## src/rtl/sweep_dds_pkg.sv

```systemverilog
package sweep_dds_pkg;
    typedef enum logic [3:0] {
        CMD_NOP    = 4'd0,
        CMD_INIT   = 4'd1,
        CMD_START  = 4'd2,
        CMD_INC    = 4'd3,
        CMD_REPEAT = 4'd4
    } sweep_cmd_e;

    typedef enum logic [2:0] {
        ST_IDLE,
        ST_ARMED,
        ST_MEASURE,
        ST_HOLD,
        ST_COMPLETE
    } sweep_state_e;
endpackage

```

## src/rtl/sweep_ctrl_fsm.sv

```systemverilog
module sweep_ctrl_fsm
    import sweep_dds_pkg::*;
(
    input  logic       clk,
    input  logic       rst_n,
    input  logic [3:0] cmd,
    input  logic       meas_done,
    input  logic       at_limit,
    output logic       ld_init,
    output logic       step_en,
    output logic       meas_start,
    output logic       busy,
    output logic       complete,
    output logic       acc_on
);
    sweep_state_e state_q, state_d;
    logic         go_meas;

    // next-state and command strobes
    always_comb begin
        state_d = state_q;
        ld_init = 1'b0;
        step_en = 1'b0;
        go_meas = 1'b0;
        if (cmd == CMD_INIT) begin
            ld_init = 1'b1;
            state_d = ST_ARMED;                          // init
        end else begin
            unique case (state_q)
                ST_IDLE: ;
                ST_ARMED: begin
                    if (cmd == CMD_START) begin          // start
                        go_meas = 1'b1;
                        state_d = ST_MEASURE;
                    end
                end
                ST_MEASURE: begin
                    if (meas_done)                       // point_done / last_done
                        state_d = at_limit ? ST_COMPLETE : ST_HOLD;
                end
                ST_HOLD: begin
                    if (cmd == CMD_INC && !at_limit) begin   // step
                        step_en = 1'b1;
                        go_meas = 1'b1;
                        state_d = ST_MEASURE;
                    end else if (cmd == CMD_REPEAT) begin    // again
                        go_meas = 1'b1;
                        state_d = ST_MEASURE;
                    end
                end
                ST_COMPLETE: ;
                default: state_d = ST_IDLE;
            endcase
        end
    end

    // state register
    always_ff @(posedge clk or negedge rst_n) begin
        if (!rst_n) begin
            state_q    <= ST_IDLE;
            meas_start <= 1'b0;
        end else begin
            state_q    <= state_d;
            meas_start <= go_meas;
        end
    end

    // state-decoded outputs
    always_comb begin
        busy     = (state_q == ST_MEASURE);
        complete = (state_q == ST_COMPLETE);
        acc_on   = (state_q != ST_IDLE);
    end
endmodule

```

## src/rtl/sweep_freq_reg.sv

```systemverilog
module sweep_freq_reg #(
    parameter int FW = 27,
    parameter int CW = 9
) (
    input  logic          clk,
    input  logic          rst_n,
    input  logic          ld_init,
    input  logic          step_en,
    input  logic [FW-1:0] start_word,
    input  logic [FW-1:0] delta_word,
    input  logic [CW-1:0] step_limit,
    output logic [FW-1:0] freq_word,
    output logic [CW-1:0] step_idx,
    output logic          at_limit
);
    logic [FW-1:0] delta_q;
    logic [CW-1:0] limit_q;

    always_ff @(posedge clk or negedge rst_n) begin
        if (!rst_n) begin
            freq_word <= '0;
            step_idx  <= '0;
            delta_q   <= '0;
            limit_q   <= '0;
        end else if (ld_init) begin
            freq_word <= start_word;
            step_idx  <= '0;
            delta_q   <= delta_word;
            limit_q   <= step_limit;
        end else if (step_en) begin
            freq_word <= freq_word + delta_q;
            step_idx  <= step_idx + 1'b1;
        end
    end

    assign at_limit = (step_idx == limit_q);
endmodule

```

## src/rtl/sweep_phase_acc.sv

```systemverilog
module sweep_phase_acc #(
    parameter int FW = 27
) (
    input  logic          clk,
    input  logic          rst_n,
    input  logic          run,
    input  logic [FW-1:0] freq_word,
    output logic [FW-1:0] phase
);
    always_ff @(posedge clk or negedge rst_n) begin
        if (!rst_n)
            phase <= '0;
        else if (run)
            phase <= phase + freq_word;
    end
endmodule

```

## src/rtl/sweep_dds_ctrl.sv

```systemverilog
module sweep_dds_ctrl #(
    parameter int FW = 27,
    parameter int CW = 9
) (
    input  logic          clk,
    input  logic          rst_n,
    input  logic [3:0]    cmd,
    input  logic [FW-1:0] start_word,
    input  logic [FW-1:0] delta_word,
    input  logic [CW-1:0] step_limit,
    input  logic          meas_done,
    output logic [FW-1:0] phase,
    output logic [FW-1:0] freq_word,
    output logic [CW-1:0] step_idx,
    output logic          meas_start,
    output logic          busy,
    output logic          sweep_done,
    output logic          acc_on
);
    logic ld_init, step_en, at_limit;

    sweep_ctrl_fsm u_fsm (
        .clk        (clk),
        .rst_n      (rst_n),
        .cmd        (cmd),
        .meas_done  (meas_done),
        .at_limit   (at_limit),
        .ld_init    (ld_init),
        .step_en    (step_en),
        .meas_start (meas_start),
        .busy       (busy),
        .complete   (sweep_done),
        .acc_on     (acc_on)
    );

    sweep_freq_reg #(.FW(FW), .CW(CW)) u_freq (
        .clk        (clk),
        .rst_n      (rst_n),
        .ld_init    (ld_init),
        .step_en    (step_en),
        .start_word (start_word),
        .delta_word (delta_word),
        .step_limit (step_limit),
        .freq_word  (freq_word),
        .step_idx   (step_idx),
        .at_limit   (at_limit)
    );

    sweep_phase_acc #(.FW(FW)) u_acc (
        .clk       (clk),
        .rst_n     (rst_n),
        .run       (acc_on),
        .freq_word (freq_word),
        .phase     (phase)
    );
endmodule

```

## config.mk

```make
export PLATFORM = sky130hd
export DESIGN_NAME = sweep_dds_ctrl
export DESIGN_NICKNAME = d
export VERILOG_FILES = /design/src/rtl/sweep_dds_pkg.sv /design/src/rtl/sweep_ctrl_fsm.sv /design/src/rtl/sweep_freq_reg.sv /design/src/rtl/sweep_phase_acc.sv /design/src/rtl/sweep_dds_ctrl.sv
export SDC_FILE = /design/constraint.sdc
export NUM_CORES = 1
export LEC_CHECK = 0
export BUFFER_PORTS_ARGS = -buffer_cell sky130_fd_sc_hd__buf_2
export CAP_MARGIN = 20
export CORE_MARGIN = 3
export CORE_UTILIZATION = 50
export DETAILED_ROUTE_END_ITERATION = 16
export HOLD_SLACK_MARGIN = 0.06
export PLACE_DENSITY = 0.75
export SETUP_SLACK_MARGIN = 0.3
export SYNTH_ARGS = -nofsm -noshare
export SYNTH_HDL_FRONTEND = slang
export SYNTH_SLANG_ARGS = --single-unit
```

## constraint.sdc

```tcl
create_clock -name clk -period 2.55 [get_ports clk]
set_clock_uncertainty 0.1 [all_clocks]
set_input_delay 0.765 -clock clk [delete_from_list [all_inputs] [get_ports clk]]
set_output_delay 0.765 -clock clk [all_outputs]
set_load 0.03 [all_outputs]
```

After elaboration in Yosys (flattened, before gate mapping)
Cells that the tools add are included.
{"block": "classes", "addsub": 3, "n_eq_ne": 13, "n_mux": 20, "n_reduce_logical": 7}
{"cell": "27-bit adder", "count": 2}
{"cell": "27-bit 2-to-1 mux", "count": 2}
{"cell": "3-bit 2-to-1 mux", "count": 6}
{"cell": "9-bit 2-to-1 mux", "count": 2}
{"cell": "3-bit case mux with 4 select lines", "count": 1}
{"cell": "9-bit by 1-bit adder with 9-bit output (second input constant)", "count": 1}
{"cell": "9-bit equality test", "count": 1}
{"cell": "4-bit by 2-bit equality test with 1-bit output (second input constant)", "count": 2}
{"cell": "1-bit 2-to-1 mux", "count": 8}
{"cell": "3-bit by 2-bit equality test with 1-bit output (second input constant)", "count": 2}
{"cell": "4-bit by 1-bit equality test with 1-bit output (second input constant)", "count": 1}
{"cell": "4-bit by 3-bit equality test with 1-bit output (second input constant)", "count": 1}
{"cell": "4-bit by 1-bit != test with 1-bit output (second input constant)", "count": 1}
{"cell": "4-bit AND reduction", "count": 1}
{"cell": "3-bit by 1-bit equality test with 1-bit output (second input constant)", "count": 1}
{"cell": "3-bit equality test (second input constant)", "count": 1}
{"cell": "3-bit logical NOT", "count": 1}
{"cell": "3-bit by 1-bit != test with 1-bit output (second input constant)", "count": 1}
{"cell": "3-bit by 2-bit != test with 1-bit output (second input constant)", "count": 1}
{"cell": "3-bit nonzero test", "count": 1}
{"cell": "2-bit by 1-bit != test with 1-bit output (second input constant)", "count": 1}
{"cell": "1-bit case mux with 2 select lines", "count": 1}
{"cell": "2-bit nonzero test", "count": 1}
{"cell": "2-bit OR reduction", "count": 1}
{"cell": "other kinds (2)", "count": 2}
{"block": "word_totals", "ff_bits": 103, "input_bits": 70, "out_inout_bits": 67, "elab_cells": 50}

Longest topological paths before layout
Gate-level depths: netlist (run 1).
{"block": "depth", "ltp_word": 8, "mapped_depth": 12, "mapped_depth_nobuf": 12}

By module
From an unflattened synthesis (run 1), not the netlist that was laid out.
{"block": "unflattened", "hier_cells": 757, "area_unflattened_um2": 7248.2}
{"mod": "sweep_freq_reg", "instances": 1, "cells_each": 434, "area_each_um2": 4386.7, "seq_area_each_um2": 1801.7}
{"mod": "sweep_phase_acc", "instances": 1, "cells_each": 281, "area_each_um2": 2509.9, "seq_area_each_um2": 675.6}
{"mod": "sweep_ctrl_fsm", "instances": 1, "cells_each": 42, "area_each_um2": 351.6, "seq_area_each_um2": 100.1}

Worst setup path after synthesis (run 1)
OpenSTA, ideal clock, no wires.
{"block": "synth_path", "path_type": "register to register", "start": "register u_freq.freq_word[0]", "end": "register u_acc.phase[24]", "setup_ns": 0.069, "arrival_time_ns": 2.819, "required_time_ns": 2.381, "setup_slack_ns": -0.438, "stages_incl_launch_ff": 13, "path_buffers": 0, "cell_sequence": "dfrtp_1 -> ha_1 -> inv_1 -> fa_1 -> nor2b_1 -> o31a_1 -> o211ai_2 -> o21ai_2 -> a311o_1 -> a31o_1 -> a21oi_2 -> or4b_1 -> nand3_1"}
{"block": "synth_between", "elab_chain_cells": 1}
{"item": "start, declared", "line_no": "sweep_freq_reg.sv:12", "text": "output logic [FW-1:0] freq_word,"}
{"item": "start signal, assigned", "line_no": "sweep_freq_reg.sv:26", "text": "freq_word <= start_word;"}
{"item": "start signal, assigned", "line_no": "sweep_freq_reg.sv:31", "text": "freq_word <= freq_word + delta_q;"}
{"item": "27-bit adder", "line_no": "sweep_phase_acc.sv:14", "text": "phase <= phase + freq_word;"}
{"item": "end signal, assigned", "line_no": "sweep_phase_acc.sv:14"}
{"item": "end, declared", "line_no": "sweep_phase_acc.sv:8", "text": "output logic [FW-1:0] phase"}
Every way passes these cells.
A chain may end at the register's enable or synchronous reset.

Final worst setup path (run 1)
{"block": "layout_path", "start": "register u_acc.phase[9]", "end": "register u_acc.phase[22]"}
{"block": "layout_between", "elab_chain_cells": 1}
{"item": "27-bit adder", "line_no": "sweep_phase_acc.sv:14"}
Every way passes these cells.

==> results.tsv, run 1 <==
metric	value	unit
WL per Instance	17.2	µm
reg2reg path depth	12	
kind of critical path	flip-flop to flip-flop	
Post-synth EDFFs	0	
vias in the first global route	6562	
R2R Path End	u_acc.phase[22]	
Synth top area share	38.5	%
slew of the pin with the lowest slew margin	0.556	ns
reg-to-reg critical path startpoint	u_acc.phase[9]	
ys flop type	dfrtp_1	
Area Growth Syn to Fin	38.7	%
antenna violations before repair	1	
Die Area	14800	µm²
largest net degree at the start of global routing	104	
flops & latches, synth	103	
CP arrival	2.94	ns
Sink Count	103	
first-pass GRT wire length	32.7	mm
via count	6726	
share of layout cells above drive strength 1	36.5	%
Pre-antenna DRT Iters	5	
max-slew violation total from the final report	0	
register area share after synthesis	38.5	%
hold slack	0.377	ns
Max clock buf depth	2	
clock-pin slew on the worst setup and hold paths	0.08	ns
worst vdd ir	0.752	mV
failing checks	negative setup slack	
normalized max-slew margin	62.9	%
design area	9290	µm²
status	finished with violations	
# port buffers	136	
dominant cell type by area after synthesis	dfrtp_1	
Num CTS Buffers	9	
Fmax	358	MHz
Mapped Cells	792	
DR iter-0 viols	396	
Via density	5.62	
Hold/Removal Path Class	input port to asynchronous set/reset pin	
R2R setup slack	-0.25	ns
count of final setup violators	15	
CP startpoint kind	flip-flop	
Die H	122	µm
largest cells by area after synthesis	dfrtp_1, ha_1, nand2_1, a21oi_1, xnor2_1	
most common cell in the netlist	nand2_1	
drt total wl	20.5	mm
DRC	0	
Setup TNS	-1.80	ns
data required time of the worst path	2.70	ns
DP Area	8430	µm²
synth warn	0	
max cap viols	0	
std cell rows	41	
RSZ-0062 raised after global routing	true	
Detail Route Antenna Nets	0	
clk root buf	clkbuf_16	
top post-synthesis cells by count	nand2_1, dfrtp_1, a21oi_1	
die width	122	µm
core area	12900	µm²
Fin. Hold Viols	0	
Mapped Nets	917	
TritonCTS clock tree	built	
Post-synth ARST share	100	%
grt ovf	0	
initial core utilization	52.0	%
H-tree Lvls	3	
PnR worst setup slack	-0.247	ns
crit end category	flip-flop	
Leakage	4.41	nW
Tmin final	2.80	ns
Worst-Skew Late Latency	0.36	ns
Post-CTS Hold Buffers	0	
Overall Global Routing Usage	28.0	%
Final Net Count	1144	
crit path max fanout	3	
Unique masters post-synth	56	
Final period util	110	%
hpwl dp	14.8	mm
Avg Inst Size Synth	8.45	µm²
I/O Pins	137	
GPL Wtd Cong	0.951	
# diodes	0	
Pwr Density	1630	nW/µm²
synthesized cell area	6700	µm²
placed cells by master (no fill, tap or decap), types with 6 or more instances in the layout:
| master | count |
|---|---|
| dfrtp_2 | 22 |
| buf_2 | 135 |
| inv_1 | 14 |
| a21oi_2 | 15 |
| buf_6 | 12 |
| o21bai_1 | 10 |
| ha_1 | 38 |
| a31oi_1 | 8 |
| a21o_1 | 21 |
| o22ai_1 | 15 |
| nand3_1 | 16 |
| o211ai_1 | 6 |
| o21ai_1 | 23 |
| xor2_1 | 18 |
| nand2b_1 | 7 |
| nor2_1 | 54 |
| o21ai_0 | 15 |
| buf_4 | 95 |
| dfrtp_1 | 81 |
| nand2_1 | 169 |
| ha_4 | 15 |
| xnor2_2 | 6 |
| clkbuf_16 | 9 |
| and3_1 | 6 |
| a21oi_1 | 66 |
| xnor2_1 | 31 |
repair_timing:
item                                    in CTS  in global routing
resized for setup                           55                 37
endpoints found under the setup margin      45                 44
setup buffers                                7                 10
pin swaps                                   51                 39
cloned                                       0                  0
where the power goes:
| group | total [W] | internal, W | switching (W) |
|---|---|---|---|
| Sequential | 0.00304 | 0.00231 | 0.000728 |
| Combinational | 0.0107 | 0.00499 | 0.00575 |
| Clock | 0.00134 | 0.000693 | 0.000651 |
| Total | 0.0151 | 0.00799 | 0.00713 |
metrics by stage:
stage | cells | total power, W | worst slack (ns) | util (%)
floorplan | 792 | 0.00930 | -0.274 | -
finish | 1196 | 0.0151 | -0.247 | 72.1
detailed placement | 1163 | 0.0123 | -0.327 | 65.5
global route | 1196 | 0.0162 | -0.360 | 72.1
CTS | 1186 | 0.0144 | -0.189 | 70.2
global placement | 1163 | 0.0121 | -0.317 | 65.5
logic make-up (layout without fill, tap and decap cells):
logic type	count (synthesis)	after routing	synth area share, %
simple gates	310	310	20.6
compound gates	218	218	19.8
flops	103	103	38.5
xor+xnor	57	57	7.46
fa+ha+maj	55	55	10.5
buf+inv	45	277	2.58
mux	4	4	0.617
how the worst max path moves through the flow:
stage	start	to	slack, ns	depth (start not counted)
floorplan	u_freq.freq_word[0]	u_acc.phase[24]	-0.27	12
global placement	u_acc.phase[9]	u_acc.phase[22]	-0.32	11
detailed placement	u_freq.freq_word[11]	u_acc.phase[22]	-0.33	11
CTS	u_freq.freq_word[0]	u_acc.phase[24]	-0.19	12
global route	u_freq.freq_word[0]	u_acc.phase[24]	-0.36	12
finish	u_acc.phase[9]	u_acc.phase[22]	-0.25	12
metal layers:
| layer | wire length, µm | part of all wire (%) | track usage [%] |
|---|---|---|---|
| met1 | 8680 | 42 | 35.7 |
| met2 | 9740 | 47 | 44.9 |
| met3 | 1160 | 5.7 | 7.06 |
| met4 | 918 | 4.5 | 12.7 |
| met5 | 13 | 0.063 | 0 |
sequential cells by signal, summed over array words and instances (netlist names):
register          flops
u_freq.freq_word     27
u_freq.limit_q        9
u_freq.delta_q       27
u_fsm.state_q         3
u_fsm.meas_start      1
u_freq.step_idx       9
u_acc.phase          27
critical path, cell delays in order, from the launching register on:
cell and delay, ns:
dfrtp_1 0.41, ha_1 0.34, a21oi_2 0.20, nor3_2 0.08
a2111oi_4 0.26, buf_4 0.17, o21ai_2 0.05, a311o_1 0.36
a31o_1 0.26, buf_4 0.14, buf_6 0.11, xnor2_2 0.15
o21ai_1 0.07
cell type report:
type                    count  area (µm²)
clock inverters             6        43.8
inverters                  16        60.1
flip-flops and latches    103        2610
repair buffers            245        1580
well taps                 172         215
fillers                   993        3590
multi-input cells         644        4540
clock buffers              10         239
(Power assumes the default switching activity.)
==> inputs of run 2 (changes only) <==
Settings changed: PLACE_DENSITY 0.75 to 0.74, SYNTH_HIERARCHICAL set to 1.
==> run 2 against run 1 <==
Net effect: the run still ends with negative setup slack left; clock-buffer cell count is 2 higher; register-to-register slack better by 0.20 ns; worst hold slack worse by 0.15 ns; sequential share of layout area is 2.1 points lower; global-route usage is 2.7 points lower; worst setup slack better by 0.20 ns; flip-flop and latch count stayed put; utilization is 0.61 points lower; design area is 8.1% higher; synthesized cell count is 4.4% lower.
==> results.tsv, run 2 <==
metric	value	unit	change
crit end category	flip-flop		
Total Power	0.0163	W	+7.5%
H-tree Lvls	3		unchanged
Mapped Nets	882		-3.8%
DRC	0		unchanged
# port buffers	136		unchanged
Placement Setup Slack	-0.0287	ns	+0.298 ns
Area Growth Syn to Fin	38.6	%	
top routing layer used	met5		
hpwl dp	15.0	mm	+1.3%
slew of the pin with the lowest slew margin	0.458	ns	-0.0980 ns
commonest cells after routing, fill and taps aside	buf_2, buf_4, dfrtp_1		
Post-CTS Hold Buffers	0		unchanged
Hold/Removal Path Class	input port to asynchronous set/reset pin		
Post-synth ARST share	100	%	unchanged
met1 wire length	9.04	mm	+4.2%
data required time of the worst path	2.69	ns	about the same
Sink Count	103		unchanged
kind of critical path	flip-flop to flip-flop		
hold slack	0.232	ns	-0.145 ns
most common cell in the netlist	dfrtp_1		
Die Area	16000	µm²	+7.8%
R2R setup slack	-0.05	ns	+0.20 ns
dominant cell type by area after synthesis	dfrtp_1		
count of final setup violators	4		-11
Post-synth EDFFs	0		unchanged
vias in the first global route	6691		+2.0%
Tmin final	2.60	ns	-0.201 ns
Fmax	385	MHz	+7.8%
reg2reg path depth	8		-4
flops & latches, synth	103		unchanged
top post-synthesis cells by count	dfrtp_1, a21oi_1, nand2_1, o21ai_0		
std cell rows	43		+4.9%
design area	10000	µm²	+8.1%
core area	14000	µm²	+9.1%
Critical Path End	u_acc/phase[24]		
Detail Route Antenna Nets	0		unchanged
DP Area	8680	µm²	+2.9%
Mapped Cells	757		-4.4%
TritonCTS clock tree	built		
clock-pin slew on the worst setup and hold paths	0.07	ns	about the same
PnR worst setup slack	-0.0457	ns	+0.201 ns
GPL Wtd Cong	0.981		+3.1%
Worst-Skew Late Latency	0.36	ns	about the same
Synth top area share	35.6	%	-2.9 points
fillers	1020		+2.7%
CP startpoint kind	flip-flop		
max cap viols	0		unchanged
Overall Global Routing Usage	25.3	%	-2.7 points
Leakage	4.53	nW	+2.6%
crit path max fanout	5		+2
via count	6881		+2.3%
Via density	5.95		+5.8%
DR iter-0 viols	566		+43%
status	finished with violations		
Die H	126	µm	+3.8%
Worst Setup SP	u_freq/freq_word[7]		
Final Net Count	1095		-4.3%
synth warn	6		+6
Fin. Hold Viols	0		unchanged
failing checks	negative setup slack		
most common cell after layout, fill and taps aside	buf_2		
Final period util	102	%	-7.9 points
Avg Inst Size Synth	9.57	µm²	+13%
largest cells by area after synthesis	dfrtp_1, ha_1, mux2_2, xnor2_1, a21oi_1		
Final Util	71.5	%	-0.61 points
register area share after synthesis	35.6	%	-2.9 points
Max clock buf depth	2		unchanged
initial core utilization	51.6	%	-0.38 points
first-pass GRT wire length	32.8	mm	+0.44%
worst vdd ir	0.573	mV	-24%
grt ovf	0		unchanged
normalized max-slew margin	69.4	%	+6.5 points
largest registers	u_acc/phase: 27 flops, u_freq/delta_q: 27 flops, u_freq/freq_word: 27 flops		
ys flop type	dfrtp_1		
CP arrival	2.74	ns	-0.20 ns
reg-to-reg critical path startpoint	u_freq/freq_word[7]		
synthesized cell area	7250	µm²	+8.3%
share of layout cells above drive strength 1	45.9	%	+9.4 points
WL per Instance	18.8	µm	+9.8%
die width	126	µm	+3.8%
largest net degree at the start of global routing	45		-57%
R2R Path End	u_acc/phase[24]		
antenna violations before repair	2		+1
I/O Pins	137		unchanged
Pre-antenna DRT Iters	5		unchanged
Pwr Density	1620	nW/µm²	-0.56%
max-slew violation total from the final report	0		unchanged
drt total wl	21.8	mm	+6.1%
Num CTS Buffers	9		unchanged
Unique masters post-synth	77		+38%
RSZ-0062 raised after global routing	true		
clk root buf	clkbuf_16		
wire length on met2	10.5	mm	+7.8%
WL met3	1.43	mm	+23%
run 2: cell families after synthesis:
logic type	share of synthesized area (%)
simple gates	13.3
xor+xnor	7.37
mux	10.7
flops	35.6
fa+ha+maj	9.70
compound gates	19.6
buf+inv	3.76
run 2: cell type report:
cell class / count / area, µm² / area share, %
inverters: 23 / 86.3 / 0.860
clock inverters: 4 / 55.1 / 0.548
well taps: 180 / 225 / 2.24
diodes: 1 / 2.50 / 0.0249
clock buffers: 12 / 246 / 2.45
repair buffers: 238 / 1630 / 16.3
flip-flops and latches: 103 / 2610 / 26.0
multi-input cells: 595 / 5190 / 51.6
run 2: what timing repair did:
item	in CTS	in global routing
endpoints found under the hold margin	0	0
setup buffers	18	18
cloned	2	0
pin swaps	60	53
resized for setup	101	59
setup endpoints to repair	52	51
run 2: through the flow:
stage / cells / TNS (ns)
after floorplan: 757 / -0.116
after global placement: 1101 / -0.00772
after detailed placement: 1101 / -0.0287
after CTS: 1137 / -0.00529
after global routing: 1156 / -0.532
final: 1156 / -0.117
run 2: worst min path at each step:
stage,end,cells after the start,startpoint
after floorplan,u_acc/phase[0],0,rst_n
after global placement,u_acc/phase[15],2,u_acc/phase[15]
after detailed placement,u_freq/delta_q[25],1,u_freq/delta_q[25]
after CTS,u_freq/delta_q[24],1,rst_n
after global routing,u_freq/delta_q[24],1,rst_n
final,u_freq/delta_q[24],1,rst_n
run 2: report_power, final:
group | switching, W | internal (W) | leakage [nW] | total [W]
combinational | 0.00628 | 0.00554 | 3.16 | 0.0118
clock | 0.000620 | 0.000793 | 0.143 | 0.00141
sequential | 0.000707 | 0.00231 | 1.22 | 0.00302
run 2: layer usage:
metal	global-route usage, %	vias to the layer above
met2	42.1	272
met1	32.0	3333
met5	0	-
met4	9.09	2
met3	6.40	75
li1	-	3199
run 2: critical path, cell delays in order, from the launching register on:
cell,delay [ns]
dfrtp_2,0.44
ha_1,0.36
a21oi_1,0.34
nand2_1,0.18
o211ai_1,0.25
o211ai_1,0.24
a21oi_1,0.23
xnor2_1,0.09
mux2_4,0.25
